File: src/rtl/reqwait_servant.sv
module reqwait_servant #(
  parameter int AW   = 4,
  parameter int DW   = 8,
  parameter int LW   = 4,
  parameter int TACC = 3
) (
  input  logic          clk,
  input  logic          rst_n,
  input  logic          req,
  input  logic [AW-1:0] addr,
  input  logic [LW-1:0] lat,
  output logic [DW-1:0] data_out,
  output logic          svc_wait
);

  typedef enum logic [1:0] {S_IDLE, S_FETCH, S_HOLD, S_REST} st_t;

  st_t           st;
  logic [AW-1:0] addr_q;
  logic [LW-1:0] need_q;
  logic [LW-1:0] cnt;

  wire [LW-1:0] lat_eff = (lat == '0) ? LW'(1) : lat;
  wire          slow_in = int'(lat_eff) > TACC;

  function automatic logic [DW-1:0] word_at(input logic [AW-1:0] a);
    logic [31:0] t;
    t = 32'(a) * 32'd37 + 32'd91;
    return t[DW-1:0];
  endfunction

  always_ff @(posedge clk or negedge rst_n) begin
    if (!rst_n) begin
      st       <= S_IDLE;
      addr_q   <= '0;
      need_q   <= '0;
      cnt      <= '0;
      data_out <= '0;
      svc_wait <= 1'b0;
    end else begin
      case (st)
        S_IDLE: if (req) begin
          addr_q   <= addr;
          need_q   <= lat_eff;
          cnt      <= LW'(1);
          svc_wait <= slow_in;
          st       <= S_FETCH;
        end
        S_FETCH: if (cnt >= need_q) begin
          data_out <= word_at(addr_q);
          svc_wait <= 1'b0;
          st       <= S_HOLD;
        end else begin
          cnt <= cnt + LW'(1);
        end
        S_HOLD: if (!req) begin
          data_out <= '0;
          st       <= S_REST;
        end
        default: st <= S_IDLE;
      endcase
    end
  end

  p_fast_quiet_r4: assert property (@(posedge clk) disable iff (!rst_n)
    (st == S_FETCH && int'(need_q) <= TACC) |-> !svc_wait);

  p_slow_wait_r5: assert property (@(posedge clk) disable iff (!rst_n)
    (st == S_FETCH && int'(need_q) > TACC) |-> svc_wait);

  p_wait_drop_r5: assert property (@(posedge clk) disable iff (!rst_n)
    $fell(svc_wait) |-> (st == S_HOLD && data_out == word_at(addr_q)));

  p_hold_stable_r6: assert property (@(posedge clk) disable iff (!rst_n)
    (st == S_HOLD && $past(st == S_HOLD)) |-> ($stable(data_out) && !svc_wait));

  p_zero_invalid_r6: assert property (@(posedge clk) disable iff (!rst_n)
    (st != S_HOLD) |-> (data_out == '0));

  p_release_r7: assert property (@(posedge clk) disable iff (!rst_n)
    (st == S_HOLD && !req) |=> (st == S_REST));

  p_rest_once_r7: assert property (@(posedge clk) disable iff (!rst_n)
    (st == S_REST) |=> (st == S_IDLE && !svc_wait));

  p_count_bound_r8: assert property (@(posedge clk) disable iff (!rst_n)
    (st == S_FETCH) |-> (cnt <= need_q && cnt != '0));

endmodule

File: config.mk
export PLATFORM = sky130hd
export DESIGN_NAME = reqwait_servant
export DESIGN_NICKNAME = d
export VERILOG_FILES = /design/src/rtl/reqwait_servant.sv
export SDC_FILE = /design/constraint.sdc
export NUM_CORES = 1
export LEC_CHECK = 0
export BUFFER_PORTS_ARGS = -buffer_cell sky130_fd_sc_hd__buf_2
export CORE_AREA = 10 10 54 77
export DETAILED_ROUTE_END_ITERATION = 8
export DIE_AREA = 0 0 64 87
export GPL_TIMING_DRIVEN = 0
export PLACE_DENSITY = 0.78
export SYNTH_ARGS = -nofsm -noshare
export SYNTH_HDL_FRONTEND = slang
export SYNTH_SLANG_ARGS = --single-unit
export TNS_END_PERCENT = 5
File: constraint.sdc
create_clock -name clk -period 4.6 [get_ports clk]
set_input_delay 0.23 -clock clk [delete_from_list [all_inputs] [get_ports clk]]
set_output_delay 0.23 -clock clk [all_outputs]
set_load 0.01 [all_outputs]
# After elaboration in Yosys (flattened, before gate mapping)
# Cells that the tools add are included.
# totals
register_bits	23
output_inout_bits	9
# classes
n_addsub	2
n_mul	1
n_lt_le_gt_ge	2
n_eq_ne	6
mux	14
n_reduce_logical	9
# op_table
operator	n
8-bit 2-to-1 mux	2
8-bit one-hot mux with 2 select lines	1
4-bit 2-to-1 mux	3
3-bit AND reduction	4
8-bit by 7-bit adder with 8-bit output (second input constant)	1
4-bit by 6-bit multiplier with 8-bit output (second input constant)	1
2-bit != test (second input constant)	4
4-bit one-hot mux with 2 select lines	1
2-bit 2-to-1 mux	3
2-bit one-hot mux with 3 select lines	1
4-bit by 1-bit adder with 4-bit output (second input constant)	1
4-bit greater-or-equal comparator	1
4-bit by 2-bit greater-than comparator with 1-bit output (second input constant)	1
4-bit zero test	1
2-bit nonzero test	2
2-bit by 1-bit == test with 1-bit output (second input constant)	1
2-bit == test (second input constant)	1
2-bit zero test	1
1-bit 2-to-1 mux	2
1-bit one-hot mux with 2 select lines	1
2-bit AND reduction	1

# Logic depth before layout (Yosys ltp)
# depth
depth_word	5
depth_mapped	9
mapped_depth_nobuf	9

# Worst setup path after synthesis
# OpenSTA, ideal clock, no wires.
# synth_timing
path_kind	flip-flop to flip-flop
start	reg addr_q[0]
end	reg data_out[6]
arrival_ps	2062
path_slack_ps	2420
path_stages_with_launch	9
cell_sequence	dfrtp_1 > fa_1 > ha_1 > ha_1 > a21oi_1 > o21ai_0 > xnor2_1 > nor4_1 > a21o_1
# synth_between
elab_chain_cells	4
# synth_lines
element	line	source
start: declaration	19	logic [AW-1:0] addr_q;
start signal: assignment	43	addr_q <= addr;
4-bit by 6-bit multiplier with 8-bit output	28	t = 32'(a) * 32'd37 + 32'd91;
8-bit by 7-bit adder with 8-bit output	28	
8-bit 2-to-1 mux	49	S_FETCH: if (cnt >= need_q) begin
8-bit one-hot mux with 2 select lines	41	case (st)
end signal: assignment	50	data_out <= word_at(addr_q);
end: declaration	12	output logic [DW-1:0] data_out,
# No other way between the ends. The select of a mux whose other input is x is not followed.
# A chain may end at the register's enable or synchronous reset.

# Worst setup path after layout
# Ends and elaborated chain as after synthesis.

==> flow_metrics.env <==
export IMPL_yosysTopAreaCell="dfrtp_1"
export IMPL_die_area_um2=5568
export IMPL_synthCells=154
export IMPL_io_pins=20
export IMPL_viasPerCell=5.848
export IMPL_rsz0062_at_grt="no"
export IMPL_crit_fanout=5
export IMPL_hold_depth=2
export IMPL_min_delay_start="addr[0]"
export IMPL_routedWlPerCell_um=16.18
export IMPL_finalInstanceArea_um2=1795
export IMPL_rr_endpoint="data_out[6]"
export IMPL_grt_usage_pct=13.09
export IMPL_period_minus_slack_ns=2.399
export IMPL_criticalPathCategory="reg -> reg"
export IMPL_required_ns=4.77
export IMPL_start_util_pct=55.96
export IMPL_clockBufferDepth=2
export IMPL_worst_r2r_path_depth=8
export IMPL_cts_num_sinks=23
export IMPL_htree_levels=1
export IMPL_vias=1269
export IMPL_fin_setup_tns_ns=0
export IMPL_max_freq_ghz=0.4168
export IMPL_gp_congestion=0.8465
export IMPL_drtIter0Drc=25
export IMPL_cts_setup_buffers=0
export IMPL_cpMostUsedCell="ha_1"
export IMPL_placed_area_um2=1740
export IMPL_final_cells=217
export IMPL_synth_area_leaders="dfrtp_1, ha_1, mux2_2"
export IMPL_rows=24
export IMPL_synth_edf_count=0
export IMPL_cts_buffers=3
export IMPL_synth_commonest_cells="dfrtp_1, ha_1, inv_1"
export IMPL_cts_root_buf="clkbuf_8"
export IMPL_grt_pass1_wl_um=5940
export IMPL_cp_cell_sequence="fa_1 -> ha_1 -> ha_1 -> a21oi_1 -> o21ai_0 -> xnor2_1 -> nor4_1 -> a21o_1"
export IMPL_dp_hpwl_um=2818
export IMPL_cts_resized=0
export IMPL_grt_max_degree=24
export IMPL_maxSlewViolCount=0
export IMPL_max_slew_margin_pct=66.20
export IMPL_dp_cells=212
export IMPL_hold_buffers=1
export IMPL_grt_pass1_vias=1380
export IMPL_slowest_delay_ns=0.50
export IMPL_yosys_cell_types_count=40
export IMPL_setup_viol=0
export IMPL_nets=214
export IMPL_yosysWarnings=0
export IMPL_die_w_um=64
export IMPL_portBuffers=19
export IMPL_area_growth_pct=12.46
export IMPL_worst_setup_hold_path_clk_slew_ns=0.08
export IMPL_cpMaxStageDelayCell="fa_1"
export IMPL_netlist_area_um2=1597
export IMPL_clk_latency_ns=0.27
export IMPL_min_to="addr_q[0]"
export IMPL_postSynthAreaPerCell_um2=10.37
export IMPL_min_period_over_period_pct=52.15
export IMPL_syn_num_nets=189
export IMPL_cts_tree="done"
export IMPL_async_flop_share_pct=100.0
export IMPL_antenna_cells=0
export IMPL_wl_um=3512
export IMPL_layout_drive_gt1_share_pct=19.66
export IMPL_ys_seq_elements=23
export IMPL_synth_ff_type="dfrtp_1"
export IMPL_maxCapViolations=0
export IMPL_r2r_start="addr_q[0]"
export IMPL_synth_top_area_share_pct=36.05
export IMPL_coreArea_um2=2853
export IMPL_drc=0
export IMPL_finClkSkew_ns=0.007822
export IMPL_grt_remaining_overflow=0
export IMPL_status="complete, no violations"
export IMPL_rrSetupSlack_ns=2.20
export IMPL_hold_path_class="in -> reg"
export IMPL_worstPathArrival_ns=2.57
export IMPL_start_kind="register"
export IMPL_firstDrtPassIters=4
export IMPL_tightest_slew_ns=0.5016
export IMPL_antenna_found_initial=0
export IMPL_die_y_um=87
export IMPL_ant_nets=0
export IMPL_hold_violations=0
export IMPL_cp_end_kind="register"
export IMPL_seq_area_frac_synth_pct=36.05
-- worst max path at each step --
stage / start / endpoint / slack [ns]
floorplan: addr_q[0] / data_out[6] / 2.42
global placement: addr_q[0] / data_out[6] / 2.23
detailed placement: addr_q[0] / data_out[6] / 2.20
CTS: addr_q[0] / data_out[6] / 2.20
global route: addr_q[0] / data_out[6] / 2.07
finish: addr_q[0] / data_out[6] / 2.20
-- cell type report --
type	instances	area, um^2
Fill cell	237	1057
Multi-Input combinational cell	115	953.4
Sequential cell	23	575.6
Timing Repair Buffer	20	105.1
Tap cell	39	48.80
Clock buffer	4	45.04
Inverter	12	45.04
Buffer	4	22.52
-- logic make-up after synthesis --
group	after synthesis	synth area share, %
mux	10	7.053
xor+xnor	7	3.840
compound gates	41	18.65
fa+ha+maj	24	19.28
flops	23	36.05
buf+inv	16	4.232
simple gates	33	10.89
-- through the flow --
stage          hold WS, ns  setup slack [ns]  util, %
2_1_floorplan     -0.06559             2.420        -
3_3_place_gp        0.2170             2.229    61.01
3_5_place_dp        0.2348             2.202    61.01
4_1_cts             0.1933             2.202    62.94
5_1_grt             0.1999             2.071    62.94
6_report            0.1914             2.201    62.94
-- critical path: cells and delay by family, from the launching register on --
kind	cells	cell delay, ns
adders and majority gates	3	1.16
and+or+nand+nor	1	0.07
AOI/OAI and AO/OA	3	0.42
xor gates and xnor gates	1	0.19
DFF	1	0.46
-- registers in the layout (all words and copies together) (netlist names) --
name / flops
addr_q: 4
need_q: 4
data_out: 8
st: 2
svc_wait: 1
cnt: 4
-- cells in the final DEF (no fill, tap or decap), types with 3 or more instances in the layout --
cell type and n:
nor4_1 4, xnor2_1 5, buf_2 19, mux2_2 8
clkbuf_8 3, dfrtp_1 23, a22oi_1 3, clkbuf_1 4
a21o_1 5, nor2_1 7, a21oi_1 4, nand2_1 9
a22o_1 5, o21ai_0 9, nor3_1 3, ha_1 23
inv_1 12, a31oi_1 4
-- per-layer routing --
metal,up-vias,global-route usage (%),part of all wire [%]
met2,23,25.98,57
met1,624,11.56,36
met3,9,2.964,3.6
met5,-,0,0
met4,0,7.186,2.8
li1,613,-,-
Power is not shown: default switching activity piles up to over one toggle a cycle in this logic, so the estimate is an artifact.
